## src/rtl/refsched_pkg.sv

```systemverilog
// Shared types and constants for the refresh and calibration scheduler.
package refsched_pkg;
    localparam int NUM_RANKS  = 2;
    localparam int NUM_TIMERS = 3;
    localparam int TMR_REF = 0;
    localparam int TMR_ZQ  = 1;
    localparam int TMR_PVT = 2;

    typedef enum logic [1:0] {
        SQ_IDLE = 2'd0,
        SQ_REQ  = 2'd1,
        SQ_GAP  = 2'd2
    } sq_state_t;
endpackage

```

## src/rtl/refsched_prescaler.sv

```systemverilog
// Shared tick prescaler.
// Emits a registered one-cycle tick every DIV clock cycles.
// Assumes: div == 0 means "no tick"; a change of div takes effect at the
// next wrap or immediately if the count already exceeds the new limit.
module refsched_prescaler #(
    parameter int DIV_W = 8
) (
    input  logic             clk,
    input  logic             rst_n,
    input  logic [DIV_W-1:0] div,
    output logic             tick
);
    logic [DIV_W-1:0] cnt_q;

    // Count cycles and fire the tick when the divider limit is reached.
    always_ff @(posedge clk) begin
        if (!rst_n || div == '0) begin
            cnt_q <= '0;
            tick  <= 1'b0;
        end else if (cnt_q >= div - 1'b1) begin
            cnt_q <= '0;
            tick  <= 1'b1;
        end else begin
            cnt_q <= cnt_q + 1'b1;
            tick  <= 1'b0;
        end
    end
endmodule

```

## src/rtl/refsched_interval_timer.sv

```systemverilog
// Tick-based interval timer.
// Produces a registered one-cycle pulse every PERIOD ticks.
// Assumes: tick is a single-cycle strobe. Disabling the timer or setting
// period to 0 returns the count to idle.
module refsched_interval_timer #(
    parameter int IVAL_W = 8
) (
    input  logic              clk,
    input  logic              rst_n,
    input  logic              tick,
    input  logic              en,
    input  logic [IVAL_W-1:0] period,
    output logic              fire
);
    logic [IVAL_W-1:0] cnt_q;

    // Advance on each tick and wrap with a fire pulse at the period.
    always_ff @(posedge clk) begin
        if (!rst_n || !en || period == '0) begin
            cnt_q <= '0;
            fire  <= 1'b0;
        end else begin
            fire <= 1'b0;
            if (tick) begin
                if (cnt_q >= period - 1'b1) begin
                    cnt_q <= '0;
                    fire  <= 1'b1;
                end else begin
                    cnt_q <= cnt_q + 1'b1;
                end
            end
        end
    end
endmodule

```

## src/rtl/refsched_sequencer.sv

```systemverilog
// Refresh round sequencer.
// Keeps a saturating backlog of refresh rounds. It performs each round as
// a request/acknowledge handshake to every owned rank, rank 0 first, with
// a recovery gap after each acknowledge. It also drives the command hold.
// Assumes: ref_ack is only meaningful for the rank currently requested;
// clear drops the backlog but lets an outstanding handshake finish.
module refsched_sequencer
    import refsched_pkg::*;
#(
    parameter int BURST_W = 3,
    parameter int RFC_W   = 8,
    parameter int PEND_W  = 4
) (
    input  logic                 clk,
    input  logic                 rst_n,
    input  logic                 ival_fire,
    input  logic                 clear,
    input  logic [BURST_W-1:0]   burst,
    input  logic [NUM_RANKS-1:0] rank_own,
    input  logic [RFC_W-1:0]     rfc_cycles,
    input  logic                 hold_req_en,
    input  logic                 hold_post_en,
    input  logic [NUM_RANKS-1:0] ref_ack,
    output logic [NUM_RANKS-1:0] ref_req,
    output logic                 cmd_hold
);
    localparam int SUM_W = ((PEND_W > BURST_W) ? PEND_W : BURST_W) + 1;
    localparam logic [SUM_W-1:0] PEND_MAX = SUM_W'((1 << PEND_W) - 1);

    sq_state_t         state_q;
    logic              cur_q;
    logic              last_q;
    logic [PEND_W-1:0] pend_q;
    logic [RFC_W-1:0]  gap_q;

    logic              is_last;
    logic              ack_cur;
    logic              round_done;
    logic [SUM_W-1:0]  pend_sum;
    logic [SUM_W-1:0]  pend_next;

    // Decode whether the current rank closes the round and whether it was acked.
    always_comb begin
        is_last    = cur_q || !rank_own[1];
        ack_cur    = (state_q == SQ_REQ) && ref_ack[cur_q];
        round_done = ack_cur && is_last;
    end

    // Backlog arithmetic: add the burst on expiry, retire one per round, saturate.
    always_comb begin
        pend_sum = SUM_W'(pend_q) + (ival_fire ? SUM_W'(burst) : '0);
        if (round_done && pend_sum != '0) begin
            pend_sum = pend_sum - 1'b1;
        end
        pend_next = (pend_sum > PEND_MAX) ? PEND_MAX : pend_sum;
    end

    // Backlog register, cleared when automatic refresh is switched off.
    always_ff @(posedge clk) begin
        if (!rst_n || clear) begin
            pend_q <= '0;
        end else begin
            pend_q <= pend_next[PEND_W-1:0];
        end
    end

    // Round state machine: idle -> request -> recovery gap -> next rank or idle.
    always_ff @(posedge clk) begin
        if (!rst_n) begin
            state_q <= SQ_IDLE;
            cur_q   <= 1'b0;
            last_q  <= 1'b0;
            gap_q   <= '0;
        end else begin
            case (state_q)
                SQ_IDLE: begin
                    if (pend_q != '0 && !clear && rank_own != '0) begin
                        cur_q   <= !rank_own[0];
                        state_q <= SQ_REQ;
                    end
                end
                SQ_REQ: begin
                    if (ack_cur) begin
                        last_q <= is_last;
                        if (rfc_cycles != '0) begin
                            gap_q   <= rfc_cycles;
                            state_q <= SQ_GAP;
                        end else if (is_last) begin
                            state_q <= SQ_IDLE;
                        end else begin
                            cur_q <= 1'b1;
                        end
                    end
                end
                SQ_GAP: begin
                    if (gap_q <= RFC_W'(1)) begin
                        if (last_q) begin
                            state_q <= SQ_IDLE;
                        end else begin
                            cur_q   <= 1'b1;
                            state_q <= SQ_REQ;
                        end
                    end else begin
                        gap_q <= gap_q - 1'b1;
                    end
                end
                default: state_q <= SQ_IDLE;
            endcase
        end
    end

    // Request vector: one bit for the rank under handshake.
    always_comb begin
        ref_req = '0;
        if (state_q == SQ_REQ) begin
            ref_req[cur_q] = 1'b1;
        end
    end

    // Command hold: pending/outstanding work and/or the recovery gap.
    always_comb begin
        cmd_hold = (hold_req_en && (pend_q != '0 || state_q == SQ_REQ))
                || (hold_post_en && state_q == SQ_GAP);
    end
endmodule

```

## src/rtl/refresh_cal_sched.sv

```systemverilog
// Refresh and calibration scheduler top.
// Ties one prescaler to three interval timers (refresh, ZQ, PVT) and feeds
// the refresh expiries into the round sequencer.
// Assumes: configuration inputs are quasi-static; all timers share the tick.
module refresh_cal_sched
    import refsched_pkg::*;
#(
    parameter int DIV_W   = 8,
    parameter int IVAL_W  = 8,
    parameter int BURST_W = 3,
    parameter int RFC_W   = 8,
    parameter int PEND_W  = 4
) (
    input  logic               clk,
    input  logic               rst_n,
    input  logic [DIV_W-1:0]   cfg_tick_div,
    input  logic [IVAL_W-1:0]  cfg_ref_ival,
    input  logic [BURST_W-1:0] cfg_ref_burst,
    input  logic [1:0]         cfg_rank_own,
    input  logic               cfg_auto_en,
    input  logic               cfg_hold_req_en,
    input  logic               cfg_hold_post_en,
    input  logic [RFC_W-1:0]   cfg_rfc_cycles,
    input  logic               cfg_zq_en,
    input  logic [IVAL_W-1:0]  cfg_zq_ival,
    input  logic               cfg_pvt_en,
    input  logic [IVAL_W-1:0]  cfg_pvt_ival,
    input  logic [1:0]         ref_ack,
    output logic [1:0]         ref_req,
    output logic               zq_pulse,
    output logic               pvt_pulse,
    output logic               cmd_hold
);
    logic                    tick;
    logic                    ref_active;
    logic [NUM_TIMERS-1:0]   tmr_en;
    logic [IVAL_W-1:0]       tmr_period [NUM_TIMERS];
    logic [NUM_TIMERS-1:0]   tmr_fire;

    // Refresh is live only when enabled, some rank is owned and the fields are nonzero.
    always_comb begin
        ref_active = cfg_auto_en && (cfg_rank_own != '0)
                  && (cfg_ref_burst != '0) && (cfg_ref_ival != '0);
        tmr_en[TMR_REF]     = ref_active;
        tmr_en[TMR_ZQ]      = cfg_zq_en;
        tmr_en[TMR_PVT]     = cfg_pvt_en;
        tmr_period[TMR_REF] = cfg_ref_ival;
        tmr_period[TMR_ZQ]  = cfg_zq_ival;
        tmr_period[TMR_PVT] = cfg_pvt_ival;
    end

    refsched_prescaler #(.DIV_W(DIV_W)) u_presc (
        .clk  (clk),
        .rst_n(rst_n),
        .div  (cfg_tick_div),
        .tick (tick)
    );

    for (genvar g = 0; g < NUM_TIMERS; g++) begin : g_tmr
        refsched_interval_timer #(.IVAL_W(IVAL_W)) u_tmr (
            .clk   (clk),
            .rst_n (rst_n),
            .tick  (tick),
            .en    (tmr_en[g]),
            .period(tmr_period[g]),
            .fire  (tmr_fire[g])
        );
    end

    refsched_sequencer #(
        .BURST_W(BURST_W),
        .RFC_W  (RFC_W),
        .PEND_W (PEND_W)
    ) u_seq (
        .clk         (clk),
        .rst_n       (rst_n),
        .ival_fire   (tmr_fire[TMR_REF]),
        .clear       (!ref_active),
        .burst       (cfg_ref_burst),
        .rank_own    (cfg_rank_own),
        .rfc_cycles  (cfg_rfc_cycles),
        .hold_req_en (cfg_hold_req_en),
        .hold_post_en(cfg_hold_post_en),
        .ref_ack     (ref_ack),
        .ref_req     (ref_req),
        .cmd_hold    (cmd_hold)
    );

    assign zq_pulse  = tmr_fire[TMR_ZQ];
    assign pvt_pulse = tmr_fire[TMR_PVT];
endmodule

```

## config.mk

```make
export PLATFORM = sky130hd
export DESIGN_NAME = refresh_cal_sched
export DESIGN_NICKNAME = d
export VERILOG_FILES = /design/src/rtl/refsched_pkg.sv /design/src/rtl/refsched_prescaler.sv /design/src/rtl/refsched_interval_timer.sv /design/src/rtl/refsched_sequencer.sv /design/src/rtl/refresh_cal_sched.sv
export SDC_FILE = /design/constraint.sdc
export NUM_CORES = 1
export LEC_CHECK = 0
export ABC_CLOCK_PERIOD_IN_PS = 5600
export BUFFER_PORTS_ARGS = -buffer_cell sky130_fd_sc_hd__buf_2
export CAP_MARGIN = 20
export CORE_ASPECT_RATIO = 0.7
export CORE_MARGIN = 5
export CORE_UTILIZATION = 46
export DETAILED_ROUTE_END_ITERATION = 6
export GPL_TIMING_DRIVEN = 0
export PLACE_DENSITY = 0.66
export REMOVE_ABC_BUFFERS = 1
export SYNTH_ARGS = -nofsm -noshare
export SYNTH_HDL_FRONTEND = slang
export SYNTH_SLANG_ARGS = --single-unit
```

## constraint.sdc

```tcl
create_clock -name clk -period 5.6 [get_ports clk]
set_input_delay 0.28 -clock clk [delete_from_list [all_inputs] [get_ports clk]]
set_output_delay 0.28 -clock clk [all_outputs]
set_load 0.01 [all_outputs]
```

Word level (Yosys, flattened, before mapping)

Cells that the tools add are included.
W data, S select, Z words.

Output and inout bits: 5
Logic and storage cells: 125
Bits in registers: 52
Bits of input ports: 54

Add/subtract/negate cells: 11
Equality and inequality tests: 11
Bitwise operators: 1
Reductions and logical operators: 48
Magnitude comparators: 8
Muxes and demuxes: 33

Operators by type and width:

| kind                  | number |
|---|---|
| $mux W8               | 6 |
| $sub A8 B1 Y8 const B | 5 |
| $add A8 B1 Y8 const B | 4 |
| $ge A8 B8 Y1          | 4 |
| $logic_not A8 Y1      | 4 |
| $pmux W8 S2           | 1 |
| $reduce_bool A8 Y1    | 2 |
| $mux W1               | 14 |
| $mux W2               | 6 |
| $logic_and A1 B1 Y1   | 11 |
| $logic_or A1 B1 Y1    | 10 |
| $ne A2 B2 Y1 const B  | 5 |
| $le A8 B1 Y1 const B  | 1 |
| $reduce_and A4 Y1     | 2 |
| $reduce_or A2 Y1      | 4 |
| $reduce_and A7 Y1     | 1 |
| $logic_not A1 Y1      | 6 |
| $ne A2 B1 Y1 const B  | 3 |
| $pmux W2 S3           | 1 |
| $reduce_bool A3 Y1    | 2 |
| $add A4 B5 Y5         | 1 |
| $gt A5 B4 Y1 const B  | 1 |
| $mux W5               | 1 |
| $reduce_bool A5 Y1    | 1 |
| 15 further kinds      | 16 |

Depth between registers and ports, before layout

Depth after elaboration: 8
Mapped depth: 11

Hierarchy

Synthesis repeated with hierarchy kept, for this count alone.

Cell total of the unflattened synthesis: 507
Area, all modules: 4473.0 um^2

By module, submodules not included:

| module                                       | seq. area each (um^2) | area an instance (um^2) | instances | cells each |
|---|---|---|---|---|
| refsched_interval_timer (g_tmr[0].u_tmr ...) | 180.2                 | 738.2                   | 2         | 81 |
| refsched_sequencer                           | 320.3                 | 1457.6                  | 1         | 181 |
| refsched_interval_timer (g_tmr[2].u_tmr)     | 180.2                 | 814.5                   | 1         | 84 |
| refsched_prescaler                           | 180.2                 | 676.9                   | 1         | 74 |
| refresh_cal_sched                            | 0.0                   | 47.5                    | 1         | 6 |

Worst setup path after synthesis

OpenSTA, ideal clock, no wires.

Kind: in2reg
Start point: input port cfg_ref_ival[5]
End point: register g_tmr[0].u_tmr.cnt_q[2]
Arrival: 2.467 ns
Stages on the path: 9
Setup slack: 3.058 ns
Library setup time: 0.074 ns
Required time: 5.526 ns
Buffers on the path: 0
Cells stage by stage: or4_1 nor4_1 xnor2_1 ha_1 a41o_1 a21oi_1 o31a_1 nand4b_1 a31oi_1

Word-level cells in the longest chain between the ends: 5
Elaborated cells between the ends (all ways): 9
Those cells by class: add/sub: 1; order compare: 1; mux: 1; reduce/logical: 6

Ends and longest elaborated chain:

| element                                               | RTL line                      | text |
|---|---|---|
| start, declared                                       | refresh_cal_sched.sv:17       | `input logic [IVAL_W-1:0] cfg_ref_ival,` |
| branches (longest 5 deep; another with $sub A8 B1 Y8) | -                             |  |
| end signal, assigned                                  | refsched_interval_timer.sv:29 | `cnt_q <= cnt_q + 1'b1;` |
| end, declared                                         | refsched_interval_timer.sv:15 | `logic [IVAL_W-1:0] cnt_q;` |

Several ways; the timed one is not identified.
A chain may end at the register's enable or synchronous reset.

Worst setup path in the final report

Start point: register u_seq.state_q[0]
End point: register u_seq.gap_q[0]

Word-level cells in the longest chain between the ends: 4
Elaborated cells between the ends (all ways): 9
Those cells by class: eq/ne: 5; mux: 1; reduce/logical: 3

Ends and longest elaborated chain:

| element                            | RTL line                                           | text |
|---|---|---|
| start, declared                    | refsched_sequencer.sv:30                           | `sq_state_t state_q;` |
| start signal, assigned             | refsched_sequencer.sv:70                           | `state_q <= SQ_IDLE;` |
| start signal, assigned             | refsched_sequencer.sv:79                           | `state_q <= SQ_REQ;` |
| start signal, assigned             | refsched_sequencer.sv:87                           | `state_q <= SQ_GAP;` |
| $eq A2 B1 Y1                       | refsched_sequencer.sv:45, refsched_sequencer.sv:75 |  |
| $logic_and A1 B1 Y1                | refsched_sequencer.sv:45                           | `ack_cur = (state_q == SQ_REQ) && ref_ack[cur_q];` |
| $ne A2 B1 Y1 (no source line)      | -                                                  |  |
| $reduce_and A4 Y1 (no source line) | -                                                  |  |
| end signal, assigned               | refsched_sequencer.sv:86                           | `gap_q <= rfc_cycles;` |
| end signal, assigned               | refsched_sequencer.sv:104                          | `gap_q <= gap_q - 1'b1;` |
| end, declared                      | refsched_sequencer.sv:34                           | `logic [RFC_W-1:0] gap_q;` |

Several ways; a longest one is shown, not always the timed one.

==> results.txt <==
At the end of the flow, the number of nets in the layout was 677. The worst hold path endpoint was u_seq.gap_q[3]. The global-route wire length before repair was 16100 microns. After synthesis, flip-flops and latches occupy 24.9% of the total area.

Between clock sinks in the finished design, the worst skew comes to 0.00606 ns. Initial core utilization: 46.7%. For this design, the sink count on the clock tree is 52. Dividing the detail-routed wire length by the instance count gives 13.6 microns. The tools report the final RePlAce weighted congestion as 0.821. The tools report the overall overflow remaining after global route as 0.

The hold-critical path depth works out to 3. The tools report the clock latency of the later-clocked register in the worst-skew pair as 0.29 ns. The critical path goes through inv_1 > ha_1 > clkinv_1 > or4_4 > o2111ai_4 > nor2_1 > o221a_2.

Counting flops with an async set or reset pin after synthesis yields a share of 0%. The worst reg2reg path depth is 7, and the total detailed-routing wirelength is 9400 microns. Yosys attributes the largest share of cell area to dfxtp_1, ha_1, xnor2_1, nand2_1, nor2_1. The worst hold margin was 0.346 ns; the gate count of the mapped netlist was 514. Summed over its instances, the top area cell type makes up 24.9% of the synthesized netlist area. For this design, the slowest cell found on the critical path is ha_1. The tools report the initial antenna violation count as 0. Actual transition at the worst max-transition pin: 0.811 ns.

In the synthesized netlist the dominant register cell turns out to be dfxtp_1. The setup path with the least slack is of type flip-flop to flip-flop. After the first detailed-routing iteration, the DRC count stood at 211. The worst hold path belongs to the class primary input to flip-flop.

The die is 124 microns wide. TritonCTS created 5 clock buffers. For the post-route DRC violation count, the log shows 0. The worst reg2reg path startpoint was u_seq.state_q[0]. The average via count per standard cell was 5.54; the number of unique standard cell types used by synthesis was 64. By instance count, the leading cell after synthesis is ha_1.

In the final timing run, aggregate negative setup slack is 0 ns. The number of gates resized after CTS was 0. The post-CTS clock slew at the launch and capture registers of the worst setup and hold paths came out at 0.07 ns. The tool flagged a number of max-cap violations equal to 0. Setup violations remaining at the end of the flow were counted as 0. The worst hold path begins at cfg_rfc_cycles[3]. Data on the critical path is required at its endpoint by 5.79 ns.

The maximum number of buffers from clock root to sink was 2; the overall via count from detail_route was 3837. Overall power consumption after layout is estimated at 0.000836 W. Entering global routing, the biggest net connects 25 pins.

In this run, synthesis produced a sequential element count of 52. The first detailed-routing pass ran for 4 iterations. The worst setup path is captured at a flip-flop.

The run gives 0 as the number of routed nets with antenna violations. The tools report the relative slew slack as 45.9%. STA classifies the critical path startpoint as a flip-flop. The area of the core was 8960 sq um; the number of top-level pins was 59.

The number of diodes added for antenna fixing is 0, and the top fanout value on the critical path is 20. TritonCTS built the clock tree. The layout overhead on the synthesized area was 12.8%.

In the global route stage, overall resource usage came out at 16.9%. Summed over all instances, the cell type with the most area after synthesis is dfxtp_1. In this run the static leakage power is 1.94 nW. The flow ran to the end, and the final reports show no timing, DRC or antenna violations.

For this run, the top clock speed supported by timing is 340 MHz. The die area was 11100 sq um; the fraction of layout cells with a size suffix above 1 was 14.2%. The mean post-synth cell area works out to 8.15 sq um.

After synthesis the cells add up to 4190 sq um. The initialized floorplan defines 29 standard-cell rows. In this run the power density over the cells is 177 nW/um^2. The die boundary height came out at 89.8 microns. The tree is rooted in a clkbuf_16. Yosys printed 0 warnings. Across the VDD grid, the largest voltage drop is 0.119 mV. In this run the critical register-to-register path is captured at u_seq.gap_q[0]. The run gives 0 as the number of buffers inserted by post-CTS setup repair. The clock tree synthesis step divided the H-tree into 2 levels.

The critical path buffer and inverter count came out at 2. At the worst endpoint, the arrival time is 3.13 ns. Setup repair after global routing left no endpoint under its margin. The biggest cell delay along the critical path was 0.69 ns. Broken down by cell family, the worst path's largest delay share belongs to simple AND/OR/NAND/NOR gates.

The count of fill cells added during filler insertion was 855. The tools report the number of global-route vias before repair as 3658. The worst register-to-register path has a setup slack of 2.66 ns. The run gives 0 as the count of final max-slew check failures.

The number of hold-repair buffers added at the cts stage is 0, and the fraction of the cycle the final worst path needs is 52.6%. For the hold violation total from the final report, the log shows 0. The half-perimeter wire length of the detailed placement result was 7380 microns; the number of enable-type register cells in the synthesized netlist was 0.

The commonest cells after synthesis are ha_1, dfxtp_1, nand2_1, nor2_1, inv_1. Minimum clock period: 2.94 ns. Input and output buffers added on the ports amount to 58.
## worst max path at each step
stage | slack [ns] | endpoint | cells after the start | start
2_1_floorplan | 3.05 | g_tmr[0].u_tmr.cnt_q[2] | 9 | cfg_ref_ival[5]
3_5_place_dp | 2.57 | g_tmr[0].u_tmr.cnt_q[4] | 10 | cfg_ref_ival[5]
6_report | 2.66 | u_seq.gap_q[0] | 7 | u_seq.state_q[0]
3_3_place_gp | 2.65 | g_tmr[0].u_tmr.cnt_q[1] | 10 | cfg_ref_ival[5]
4_1_cts | 2.70 | u_seq.gap_q[0] | 7 | u_seq.state_q[0]
5_1_grt | 2.43 | u_seq.gap_q[0] | 7 | u_seq.state_q[0]
## layer usage
metal,track usage (%),wire [microns],up-vias
li1,-,-,1989
met1,23.7,4720,1777
met2,27.2,4250,63
met3,3.14,368,8
met4,3.01,58,0
met5,0,0,-
## logic make-up (layout without fill, tap and decap cells)
| kind of cell | count (synthesis) | in the layout | synth area share [%] |
|---|---|---|---|
| AND/OR/NAND/NOR | 203 | 203 | 25.9 |
| AO/OA/AOI/OAI | 116 | 116 | 19.7 |
| adder cells (fa/ha/maj) | 55 | 55 | 16.6 |
| flip-flops | 52 | 52 | 24.9 |
| buffers and inverters | 48 | 103 | 4.54 |
| XOR/XNOR | 39 | 39 | 8.16 |
| multiplexers | 1 | 1 | 0.239 |
## worst min-delay path, delay by kind of cell
family,cells,cell delay (ns)
compound gates,2,0.20
buf+inv,1,0.11
## final cells by class
class	count	area (sq um)	area share, %
inverter	37	139	2.94
clock buffer	7	133	2.81
sequential	52	1040	22.0
clock inverter	1	8.76	0.185
multi-input combinational	414	2960	62.6
timing repair buffer	58	290	6.15
tap	124	155	3.28
## registers in the layout, indices dropped and copies added, names as in the netlist
register	count
u_presc.tick	1
u_presc.cnt_q	8
g_tmr.u_tmr.cnt_q	24
u_seq.gap_q	8
u_seq.pend_q	4
u_seq.cur_q	1
u_seq.last_q	1
g_tmr.u_tmr.fire	3
u_seq.state_q	2
## placed cells by master (no fill, tap or decap), types with 3 or more instances in the layout
cell	synthesis	final
nor3_1	12	12
nand4_1	6	6
nor4b_1	6	6
ha_1	54	54
or4_1	5	5
nand2b_1	6	6
a211oi_1	6	6
a21o_1	6	6
a21oi_1	28	28
or3_1	9	9
buf_2	2	58
o31ai_1	3	3
nand3_1	29	29
clkbuf_16	0	5
and2_1	5	5
nor3b_1	6	6
inv_1	36	36
dfxtp_1	52	52
o22ai_1	5	5
o32ai_1	3	3
nor2_1	44	44
o211ai_1	7	7
nand4b_1	3	3
nand2_1	44	44
o2111ai_1	4	4
xor2_1	13	13
o21ai_0	20	20
nor2b_1	6	6
and3_1	4	4
nor4_1	6	6
xnor2_1	26	26
a31oi_1	7	7
## stage by stage
stage / area, sq um / setup slack [ns] / instances / util (%)
2_1_floorplan: 4140 / 3.05 / 503 / -
3_3_place_gp: 4580 / 2.65 / 685 / 51.1
3_5_place_dp: 4580 / 2.57 / 685 / 51.1
4_1_cts: 4720 / 2.70 / 693 / 52.7
5_1_grt: 4720 / 2.43 / 693 / 52.7
6_report: 4720 / 2.66 / 693 / 52.7
## power by group
part           total, W  switching, W  internal [W]
clock          0.000302      0.000135      0.000167
combinational  0.000150     0.0000845     0.0000658
sequential     0.000384    0.00000726      0.000377
total          0.000836      0.000227      0.000609
No activity file was read; power rests on OpenSTA's default activity.
